<file path="src/rtl/ucc_pkg.sv">
package ucc_pkg;
  localparam logic [7:0] OFS_CTL1  = 8'h00;
  localparam logic [7:0] OFS_IEN   = 8'h04;
  localparam logic [7:0] OFS_STATE = 8'h08;
  localparam logic [7:0] OFS_UCTL  = 8'h10;
  localparam logic [7:0] OFS_USTAT = 8'h14;
  localparam logic [7:0] OFS_BFRAC = 8'h24;
  localparam logic [7:0] OFS_BINT  = 8'h28;
  localparam logic [7:0] OFS_TXD   = 8'h38;
  localparam logic [7:0] OFS_RXD   = 8'h3C;

  localparam logic [3:0] ST_INIT = 4'b0001;
  localparam logic [3:0] ST_RUN  = 4'b0010;

  localparam int UCTL_W = 10;

  // control word, bit 9 down to bit 0
  typedef struct packed {
    logic rx_fifo;
    logic tx_fifo;
    logic wl_hi;
    logic pt_hi;
    logic rx_en;
    logic tx_en;
    logic pt_lo;
    logic par_en;
    logic wl_lo;
    logic uart;
  } uctl_t;
endpackage

</file>
<file path="src/rtl/ucc_init_seq.sv">
module ucc_init_seq #(
  parameter int LAG = 2
) (
  input  logic clk,
  input  logic rst_n,
  input  logic req,
  output logic in_init
);
  logic [LAG-1:0] chain_q, chain_d;
  logic [LAG:0]   shifted;

  always_comb begin
    shifted = {chain_q, req};
    chain_d = shifted[LAG-1:0];
  end

  always_ff @(posedge clk or negedge rst_n) begin
    if (!rst_n) chain_q <= '1;
    else        chain_q <= chain_d;
  end

  assign in_init = chain_q[LAG-1];


  init_rise_chk: assert property (@(posedge clk) disable iff (!rst_n)
    $rose(in_init) |-> $past(req));

  init_fall_chk: assert property (@(posedge clk) disable iff (!rst_n)
    $fell(in_init) |-> !$past(req));
endmodule

</file>
<file path="src/rtl/ucc_mode_regs.sv">
module ucc_mode_regs
  import ucc_pkg::*;
#(
  parameter int INT_W  = 20,
  parameter int FRAC_W = 4
) (
  input  logic              clk,
  input  logic              rst_n,
  input  logic              in_init,
  input  logic              wr_ctl,
  input  logic              wr_int,
  input  logic              wr_frac,
  input  logic [UCTL_W-1:0] wdata_ctl,
  input  logic [INT_W-1:0]  wdata_int,
  input  logic [FRAC_W-1:0] wdata_frac,
  output uctl_t             uctl,
  output logic [INT_W-1:0]  baud_int,
  output logic [FRAC_W-1:0] baud_frac
);
  uctl_t             uctl_q, uctl_d;
  logic [INT_W-1:0]  int_q;
  logic [FRAC_W-1:0] frac_q;
  logic              ld_int, ld_frac;

  always_comb begin
    uctl_d = uctl_q;
    if (wr_ctl) begin
      if (in_init) begin
        if (uctl_q.uart) uctl_d = uctl_t'(wdata_ctl);
        else             uctl_d.uart = wdata_ctl[0];
      end else if (uctl_q.uart) begin
        uctl_d.tx_en = wdata_ctl[4];
        uctl_d.rx_en = wdata_ctl[5];
      end
    end
    ld_int  = wr_int  && in_init;
    ld_frac = wr_frac && in_init;
  end

  always_ff @(posedge clk or negedge rst_n) begin
    if (!rst_n) begin
      uctl_q <= '0;
      int_q  <= '0;
      frac_q <= '0;
    end else begin
      uctl_q <= uctl_d;
      if (ld_int)  int_q  <= wdata_int;
      if (ld_frac) frac_q <= wdata_frac;
    end
  end

  assign uctl      = uctl_q;
  assign baud_int  = int_q;
  assign baud_frac = frac_q;


  mode_gate_chk: assert property (@(posedge clk) disable iff (!rst_n)
    !uctl_q.uart |=> $stable(uctl_q[UCTL_W-1:1]));

  run_guard_chk: assert property (@(posedge clk) disable iff (!rst_n)
    !in_init |=> ($stable(uctl_q[3:0]) && $stable(uctl_q[9:6])));

  baud_guard_chk: assert property (@(posedge clk) disable iff (!rst_n)
    !in_init |=> ($stable(int_q) && $stable(frac_q)));
endmodule

</file>
<file path="src/rtl/ucc_irq.sv">
module ucc_irq (
  input  logic       clk,
  input  logic       rst_n,
  input  logic       rx_evt,
  input  logic       tx_evt,
  input  logic       clr_wr,
  input  logic [1:0] clr_mask,
  input  logic [1:0] en,
  output logic [1:0] flags,
  output logic       irq
);
  logic [1:0] flags_q, flags_d;
  logic       irq_q, irq_d;

  always_comb begin
    flags_d = flags_q & ~(clr_wr ? clr_mask : 2'b00);
    flags_d = flags_d | {rx_evt, tx_evt};
    irq_d   = |(flags_q & en);
  end

  always_ff @(posedge clk or negedge rst_n) begin
    if (!rst_n) begin
      flags_q <= '0;
      irq_q   <= 1'b0;
    end else begin
      flags_q <= flags_d;
      irq_q   <= irq_d;
    end
  end

  assign flags = flags_q;
  assign irq   = irq_q;


  rx_set_chk: assert property (@(posedge clk) disable iff (!rst_n)
    rx_evt |=> flags_q[1]);

  tx_set_chk: assert property (@(posedge clk) disable iff (!rst_n)
    tx_evt |=> flags_q[0]);

  irq_follow_chk: assert property (@(posedge clk) disable iff (!rst_n)
    (|(flags_q & en)) |=> irq_q);
endmodule

</file>
<file path="src/rtl/uart_cfg_ctrl.sv">
module uart_cfg_ctrl
  import ucc_pkg::*;
#(
  parameter int INT_W    = 20,
  parameter int OSR      = 16,
  parameter int INIT_LAG = 2,
  localparam int FRAC_W  = $clog2(OSR)
) (
  input  logic                    clk,
  input  logic                    rst_n,
  input  logic                    bus_wr,
  input  logic [7:0]              bus_addr,
  input  logic [31:0]             bus_wdata,
  output logic [31:0]             bus_rdata,
  input  logic                    rx_evt,
  input  logic                    tx_evt,
  input  logic [7:0]              rx_byte,
  output logic                    tx_load,
  output logic [7:0]              tx_byte,
  output logic                    cfg_uart,
  output logic [1:0]              cfg_word_len,
  output logic                    cfg_par_en,
  output logic [1:0]              cfg_par_type,
  output logic                    cfg_tx_en,
  output logic                    cfg_rx_en,
  output logic                    cfg_tx_fifo,
  output logic                    cfg_rx_fifo,
  output logic                    cfg_master,
  output logic                    cfg_bypass,
  output logic                    cfg_in_init,
  output logic [INT_W+FRAC_W-1:0] baud_div,
  output logic                    irq
);
  logic       rst_meta, rst_s;
  logic       req_q, master_q, bypass_q;
  logic       req_d, master_d, bypass_d, ld_ctl1;
  logic [1:0] ien_q, ien_d;
  logic       ld_ien;
  logic       txl_q, txl_d;
  logic [7:0] txb_q, txb_d;
  logic       wr_ctl1, wr_ien, wr_uctl, wr_ustat, wr_int, wr_frac, wr_txd;
  logic       in_init;
  uctl_t      uctl;
  logic [INT_W-1:0]  baud_int;
  logic [FRAC_W-1:0] baud_frac;
  logic [1:0] flags;

  // reset asserted at once, released on the clock
  always_ff @(posedge clk or negedge rst_n) begin
    if (!rst_n) begin
      rst_meta <= 1'b0;
      rst_s    <= 1'b0;
    end else begin
      rst_meta <= 1'b1;
      rst_s    <= rst_meta;
    end
  end

  always_comb begin
    wr_ctl1  = bus_wr && (bus_addr == OFS_CTL1);
    wr_ien   = bus_wr && (bus_addr == OFS_IEN);
    wr_uctl  = bus_wr && (bus_addr == OFS_UCTL);
    wr_ustat = bus_wr && (bus_addr == OFS_USTAT);
    wr_int   = bus_wr && (bus_addr == OFS_BINT);
    wr_frac  = bus_wr && (bus_addr == OFS_BFRAC);
    wr_txd   = bus_wr && (bus_addr == OFS_TXD);
    ld_ctl1  = wr_ctl1;
    req_d    = bus_wdata[0];
    master_d = bus_wdata[4];
    bypass_d = bus_wdata[7];
    ld_ien   = wr_ien;
    ien_d    = bus_wdata[2:1];
    txl_d    = wr_txd && uctl.tx_en;
    txb_d    = txl_d ? bus_wdata[7:0] : txb_q;
  end

  always_ff @(posedge clk or negedge rst_s) begin
    if (!rst_s) begin
      req_q    <= 1'b1;
      master_q <= 1'b0;
      bypass_q <= 1'b0;
      ien_q    <= '0;
      txl_q    <= 1'b0;
      txb_q    <= '0;
    end else begin
      if (ld_ctl1) begin
        req_q    <= req_d;
        master_q <= master_d;
        bypass_q <= bypass_d;
      end
      if (ld_ien) ien_q <= ien_d;
      txl_q <= txl_d;
      txb_q <= txb_d;
    end
  end

  ucc_init_seq #(.LAG(INIT_LAG)) u_init (
    .clk(clk), .rst_n(rst_s), .req(req_q), .in_init(in_init)
  );

  ucc_mode_regs #(.INT_W(INT_W), .FRAC_W(FRAC_W)) u_regs (
    .clk(clk), .rst_n(rst_s), .in_init(in_init),
    .wr_ctl(wr_uctl), .wr_int(wr_int), .wr_frac(wr_frac),
    .wdata_ctl(bus_wdata[UCTL_W-1:0]), .wdata_int(bus_wdata[INT_W-1:0]),
    .wdata_frac(bus_wdata[FRAC_W-1:0]),
    .uctl(uctl), .baud_int(baud_int), .baud_frac(baud_frac)
  );

  ucc_irq u_irq (
    .clk(clk), .rst_n(rst_s), .rx_evt(rx_evt), .tx_evt(tx_evt),
    .clr_wr(wr_ustat), .clr_mask(bus_wdata[2:1]), .en(ien_q),
    .flags(flags), .irq(irq)
  );

  always_comb begin
    bus_rdata = '0;
    case (bus_addr)
      OFS_CTL1:  bus_rdata = {24'b0, bypass_q, 2'b0, master_q, 3'b0, req_q};
      OFS_IEN:   bus_rdata = {29'b0, ien_q, 1'b0};
      OFS_STATE: bus_rdata = {16'b0, (in_init ? ST_INIT : ST_RUN), 12'b0};
      OFS_UCTL:  bus_rdata = {{(32-UCTL_W){1'b0}}, uctl};
      OFS_USTAT: bus_rdata = {29'b0, flags, 1'b0};
      OFS_BFRAC: bus_rdata = {{(32-FRAC_W){1'b0}}, baud_frac};
      OFS_BINT:  bus_rdata = {{(32-INT_W){1'b0}}, baud_int};
      OFS_RXD:   bus_rdata = {24'b0, rx_byte};
      default:   bus_rdata = '0;
    endcase
  end

  assign tx_load      = txl_q;
  assign tx_byte      = txb_q;
  assign cfg_uart     = uctl.uart;
  assign cfg_word_len = {uctl.wl_hi, uctl.wl_lo};
  assign cfg_par_en   = uctl.par_en;
  assign cfg_par_type = {uctl.pt_hi, uctl.pt_lo};
  assign cfg_tx_en    = uctl.tx_en;
  assign cfg_rx_en    = uctl.rx_en;
  assign cfg_tx_fifo  = uctl.tx_fifo;
  assign cfg_rx_fifo  = uctl.rx_fifo;
  assign cfg_master   = master_q;
  assign cfg_bypass   = bypass_q;
  assign cfg_in_init  = in_init;
  assign baud_div     = {baud_int, baud_frac};


  tx_gate_chk: assert property (@(posedge clk) disable iff (!rst_s)
    tx_load |-> cfg_tx_en);
endmodule

</file>
<file path="config.mk">
export PLATFORM = sky130hd
export DESIGN_NAME = uart_cfg_ctrl
export DESIGN_NICKNAME = d
export VERILOG_FILES = /design/src/rtl/ucc_pkg.sv /design/src/rtl/ucc_init_seq.sv /design/src/rtl/ucc_mode_regs.sv /design/src/rtl/ucc_irq.sv /design/src/rtl/uart_cfg_ctrl.sv
export SDC_FILE = /design/constraint.sdc
export NUM_CORES = 1
export LEC_CHECK = 0
export CORE_MARGIN = 3
export CORE_UTILIZATION = 40
export DETAILED_ROUTE_END_ITERATION = 8
export PLACE_DENSITY = 0.81
export SLEW_MARGIN = 20
export SYNTH_ARGS = -nofsm -noshare
export SYNTH_HDL_FRONTEND = slang
export SYNTH_SLANG_ARGS = --single-unit
</file>
<file path="constraint.sdc">
create_clock -name clk -period 2.1 [get_ports clk]
set_input_delay 0.315 -clock clk [delete_from_list [all_inputs] [get_ports clk]]
set_output_delay 0.315 -clock clk [all_outputs]
set_load 0.03 [all_outputs]
</file>
==> results of run 1 <==
==> sequential cells by signal, indices dropped and copies added (netlist names) <==
register	count
u_regs.baud_int	20
u_regs.uctl	10
tx_byte	8
u_regs.baud_frac	4
ien_q	2
u_init.chain_q	2
u_irq.flags	2
cfg_bypass	1
cfg_master	1
req_q	1
rst_meta	1
rst_s	1
tx_load	1
u_irq.irq	1
==> area by class of cell <==
class / instances / area (um2) / share of cell area [%]
inverters: 2 / 7.507 / 0.1818
repair buffers: 144 / 1306 / 31.64
multi-input cells: 136 / 1220 / 29.55
well taps: 77 / 96.34 / 2.333
clock buffers: 6 / 82.58 / 2.000
clock inverters: 2 / 35.03 / 0.8485
flip-flops and latches: 55 / 1381 / 33.45
==> logic make-up after synthesis <==
family,after synthesis,share of synthesized area [%]
compound gates,25,7.456
simple gates,50,14.20
buf+inv,22,5.615
other cells,2,0.2833
flops,55,52.05
mux,48,20.39
==> final timing paths <==
kind                                        to  slack (ns)  depth (start not counted)
max                               bus_rdata[0]       -0.09                          5
min                                      rst_s        0.15                          1
max reg2reg                 u_regs.baud_int[0]        0.62                          3
min reg2reg                u_regs.baud_frac[2]        0.29                          0
max in group asynchronous    u_init.chain_q[0]        1.16                          1
min in group clk                         rst_s        0.36                          0
==> repair_timing <==
item | in CTS | in global routing
hold buffers | 0 | 0
buffers inserted | 2 | 0
endpoints found under the setup margin | 20 | 8
gates cloned | 0 | 0
pin swaps | 0 | 0
resized for setup | 17 | 10
==> worst max-delay path: cells and delay by family, from the launching register on <==
kind / cells / cell delay [ns]
flops: 1 / 0.54
compound gates: 3 / 0.43
simple gates: 1 / 0.37
buf+inv: 1 / 0.22
==> per-layer routing <==
metal / track usage (%) / part of all wire, %
met4: 4.603 / 0.29
met1: 23.78 / 41
met3: 4.636 / 6.6
met2: 34.18 / 52
met5: 0 / 0
==> cells in the final DEF, fill, tap and decap left out, types with 3 or more instances in the layout <==
cell type	instances
nor3_1	3
clkbuf_8	6
conb_1	13
dfrtp_1	51
a32oi_1	3
and3_1	10
a22oi_1	3
nand2_1	9
buf_4	55
nand3_1	3
dlygate4sd2_1	3
nor4b_4	3
clkdlybuf4s50_1	79
mux2_1	48
a22o_1	5
nor2b_1	4
a222oi_1	3
dfstp_2	3
==> through the flow <==
| step | total power (uW) | TNS [ns] |
|---|---|---|
| floorplan | 1199 | 0 |
| global placement | 1337 | -13.29 |
| detailed placement | 1342 | -13.65 |
| CTS | 2069 | -0.06035 |
| global route | 2137 | -0.1949 |
| finish | 2049 | -0.09289 |
==> power by group through the flow <==
| stage | logic, uW | clock network (uW) | registers, uW |
|---|---|---|---|
| 2_1_floorplan | 76.5 | 0 | 1120 |
| 3_3_place_gp | 228 | 0 | 1110 |
| 3_5_place_dp | 231 | 0 | 1110 |
| 4_1_cts | 234 | 746 | 1090 |
| 5_1_grt | 251 | 794 | 1090 |
| 6_report | 237 | 723 | 1090 |
==> impl_metrics.py, run 1 <==
metrics = {
    "critical_path": {
        "cp-start-kind": "register",
        "worstPathCellList": "or3b_4 > a21oi_2 > a31oi_1 > o41ai_2 > buf_4",
        "slowest_delay_ns": 0.54,
        "critical_path_class": "reg -> out",
        "startpoint": "req_q",
        "critical_path.max_fanout": 2,
        "cp_data_arrival_time_ns": 1.88,
        "crit_path_end_kind": "primary output",
        "worstReg2RegStart": "u_init.chain_q[1]",
        "required_ns": 1.78,
        "crit_slowest_cell": "dfstp_2",
    },
    "routing": {
        "route.detailed.drc": 0,
        "num_vias": 2186,
        "drtIter0Drc": 132,
        "via_per_inst": 5.180,
        "wl_per_cell_um": 17.26,
        "routed_wirelength_um": 7283,
        "postRouteAntennaNets": 0,
        "firstDrtPassIters": 4,
    },
    "timing": {
        "max-slew-margin-rel_pct": 58.97,
        "worst_slack_ns": -0.09289,
        "slew_viol_final": 0,
        "clock.fmax_ghz": 0.4560,
        "finalClockSkew_ns": 0.006718,
        "hold_viol": 0,
        "whs_ns": 0.1547,
        "final-setup-viol-count": 1,
        "period_needed_ns": 2.193,
        "rsz0062_at_grt": "true",
        "tightest_slew_ns": 0.6155,
        "period_share_pct": 104.4,
    },
    "finish": {
        "design_area_mm2": 0.004129,
        "diodes": 0,
        "final_util_pct": 64.66,
        "drive_gt1_share_pct": 25.51,
        "area_growth_pct": 55.73,
        "fill_cells": 509,
        "num-nets-final": 397,
        "instances_no_fill": 422,
    },
    "yosys": {
        "synth_cells": 202,
        "synth_top_cell_by_area": "dfrtp_1",
        "ys_types": 41,
        "yosysSeqAreaShare_pct": 52.05,
        "synth.area.top_cells": "dfrtp_1, mux2_1, buf_4",
        "ys_warn_count": 0,
        "synthTopCellsByCount": "dfrtp_1, mux2_1, buf_4",
        "postSynthAreaPerCell_um2": 13.13,
        "ys_async_sr_fraction_pct": 100.0,
        "synthFlopType": "dfrtp_1",
        "synth_edf_count": 0,
        "post-synth-top-count-cell": "dfrtp_1",
        "synth_area_mm2": 0.002651,
        "synth_seq_cells": 55,
        "synth_top_area_share_pct": 49.08,
    },
    "power_and_ir_drop": {
        "p_comb_share_pct": 11.6,
        "switching_share_pct": 23.17,
        "leakagePower_uw": 0.002011,
        "ir_drop_mv": 0.4337,
        "p_sw_uw": 474.8,
        "internal_power_uw": 1574,
        "p_clk_share_pct": 35.3,
        "seq_power_share_pct": 53.1,
        "power.density_mw_per_mm2": 496.2,
    },
    "floorplanning": {
        "num_io_pins": 132,
        "die_w_um": 87.42,
        "die-area_mm2": 0.007641,
        "fp.coreArea_mm2": 0.006386,
        "rows": 29,
        "initial_utilization_pct": 41.52,
        "die_h_um": 87.42,
    },
    "cts": {
        "cts_htree_levels": 2,
        "clockRootBuffer": "clkbuf_8",
        "cts_buffer_depth": 2,
        "cts_sinks": 55,
        "clk_pin_slew_ns": 0.10,
        "clk_latency_ns": 0.31,
        "cts_tree": "done",
        "cts_buffers": 5,
    },
    "grt": {
        "antenna_found_initial": 0,
        "track_usage_pct": 19.37,
        "grt.overflow.total": 0,
        "grt_pass1_vias": 2226,
        "grt_max_degree": 30,
        "grt_pass1_wl_um": 11280,
    },
    "placed_design": {
        "place_ws_ns": -0.3005,
        "portBuffers": 107,
        "place_area_mm2": 0.003965,
        "hpwl_um": 5567,
        "place.gp.congestion": 0.9086,
        "dp_cells": 412,
    },
    "min_path": {
        "hold_class": "in -> async",
    },
    "run": {
        "cap_violations": 0,
    },
    "status": {
        "violations": "setup timing",
        "run_status": "complete, but fails checks",
    },
}
(Power assumes the default switching activity.)
==> run 2: changes to the inputs <==
--- a/config.mk
+++ b/config.mk
@@ -8,6 +8,7 @@
 export CORE_MARGIN = 3
 export CORE_UTILIZATION = 40
 export DETAILED_ROUTE_END_ITERATION = 8
+export MAX_ROUTING_LAYER = met4
 export PLACE_DENSITY = 0.81
 export SLEW_MARGIN = 20
 export SYNTH_ARGS = -nofsm -noshare
==> impl_metrics.py, run 2 (synthesis gave the netlist of run 1 again) <==
metrics = {
    "cts": {
        "clk_pin_slew_ns": 0.10,
        "cts_tree": "done",
        "cts_buffer_depth": 2,
        "clk_latency_ns": 0.31,
        "cts_htree_levels": 2,
        "cts_sinks": 55,
        "clockRootBuffer": "clkbuf_8",
        "cts_buffers": 5,
    },
    "grt": {
        "antenna_found_initial": 0,
        "grt_max_degree": 30,
        "grt.overflow.total": 0,
        "track_usage_pct": 19.92,
        "grt_pass1_vias": 2234,
        "grt_pass1_wl_um": 11250,
    },
    "placed_design": {
        "place_ws_ns": -0.3005,
        "place_area_mm2": 0.003965,
        "portBuffers": 107,
        "place.gp.congestion": 0.9244,
        "hpwl_um": 5567,
    },
    "finish": {
        "diodes": 0,
        "num-nets-final": 397,
        "final_common_cell": "clkdlybuf4s50_1",
        "final_util_pct": 64.66,
        "largest_register_ffs": 20,
        "design_area_mm2": 0.004129,
        "area_growth_pct": 55.73,
        "final_cell_mix": "clkdlybuf4s50_1, buf_4, dfrtp_1",
        "drive_gt1_share_pct": 25.51,
    },
    "routing": {
        "routed_wirelength_um": 7308,
        "drtIter0Drc": 115,
        "route.detailed.drc": 0,
        "wl_per_cell_um": 17.32,
        "postRouteAntennaNets": 0,
        "via_per_inst": 5.213,
        "num_vias": 2200,
        "firstDrtPassIters": 5,
    },
    "run": {
        "cap_violations": 0,
    },
    "floorplanning": {
        "rows": 29,
        "num_io_pins": 132,
        "fp.coreArea_mm2": 0.006386,
        "initial_utilization_pct": 41.52,
        "die_w_um": 87.42,
        "die-area_mm2": 0.007641,
        "die_h_um": 87.42,
    },
    "timing": {
        "finalClockSkew_ns": 0.006833,
        "tightest_slew_ns": 0.6137,
        "rsz0062_at_grt": "true",
        "period_needed_ns": 2.197,
        "worst_slack_ns": -0.09671,
        "clock.fmax_ghz": 0.4552,
        "period_share_pct": 104.6,
        "whs_ns": 0.1502,
        "final-setup-viol-count": 1,
        "max-slew-margin-rel_pct": 59.09,
        "setup_tns_ns": -0.09671,
        "slew_viol_final": 0,
        "hold_viol": 0,
    },
    "critical_path": {
        "critical_path.max_fanout": 2,
        "path_delay_family": "flip-flops",
        "crit_slowest_cell": "dfstp_2",
        "crit_path_end_kind": "primary output",
        "cp_data_arrival_time_ns": 1.88,
        "cp-start-kind": "register",
        "slowest_delay_ns": 0.54,
        "required_ns": 1.78,
        "critical_path_class": "reg -> out",
        "critPathBufInv": 1,
        "worstPathCellList": "or3b_4 > a21oi_2 > a31oi_1 > o41ai_2 > buf_4",
    },
    "power_and_ir_drop": {
        "seq_power_share_pct": 53.1,
        "leakagePower_uw": 0.002011,
        "power.density_mw_per_mm2": 496.7,
        "ir_drop_mv": 0.4312,
        "switching_share_pct": 23.25,
        "p_comb_share_pct": 11.6,
        "p_sw_uw": 476.8,
        "internal_power_uw": 1574,
        "p_clk_share_pct": 35.3,
    },
    "status": {
        "run_status": "complete, but fails checks",
        "violations": "setup timing",
    },
    "min_path": {
        "hold_class": "in -> async",
    },
}
run 2: repair_timing:
action,in CTS,in global routing
resized for setup,17,10
endpoints found under the setup margin,20,8
hold buffers,0,0
setup buffers,2,0
run 2: worst reg2reg max path, stage by stage, from the launching register on:
cell and delay, ns:
dfstp_2 0.61, and3_1 0.19, buf_4 0.22, mux2_1 0.35
run 2: path summary, 6_finish.rpt:
check                                  startpoint             endpoint  slack [ns]  depth (start not counted)
worst max register to register  u_init.chain_q[1]   u_regs.baud_int[0]        0.62                          3
min in group clk                         rst_meta                rst_s        0.36                          0
worst max-delay path                        req_q         bus_rdata[0]        -0.1                          5
worst min-delay path                        rst_n                rst_s        0.15                          1
worst min register to register              rst_s  u_regs.baud_frac[2]        0.29                          0
max in group asynchronous                   rst_s    u_init.chain_q[1]        1.16                          1
run 2: power groups by stage:
| stage | registers [uW] | clock network (uW) | logic (uW) |
|---|---|---|---|
| final | 1090 | 725 | 237 |
| after detailed placement | 1110 | 0 | 231 |
| after floorplan | 1120 | 0 | 76.5 |
| after global routing | 1090 | 795 | 251 |
| after CTS | 1090 | 746 | 234 |
| after global placement | 1110 | 0 | 228 |
run 2: final cells by class:
type                            instances  area, um2
Fill cell                             509       2257
Sequential cell                        55       1381
Timing Repair Buffer                  144       1306
Multi-Input combinational cell        136       1220
Tap cell                               77      96.34
Clock buffer                            6      82.58
Clock inverter                          2      35.03
Inverter                                2      7.507
run 2: layer usage:
layer / vias to the layer above / wire length (um) / GRT usage, %
met1: 1084 / 3001 / 24.38
met4: 0 / 59 / 5.021
met2: 96 / 3774 / 34.11
li1: 1013 / - / -
met3: 7 / 472 / 3.406
met5: - / 0 / -
run 2: through the flow:
stage          power (uW)  instances
6_report             2051        422
5_1_grt              2138        422
4_1_cts              2069        422
3_5_place_dp         1342        412
3_3_place_gp         1337        412
2_1_floorplan        1199        213
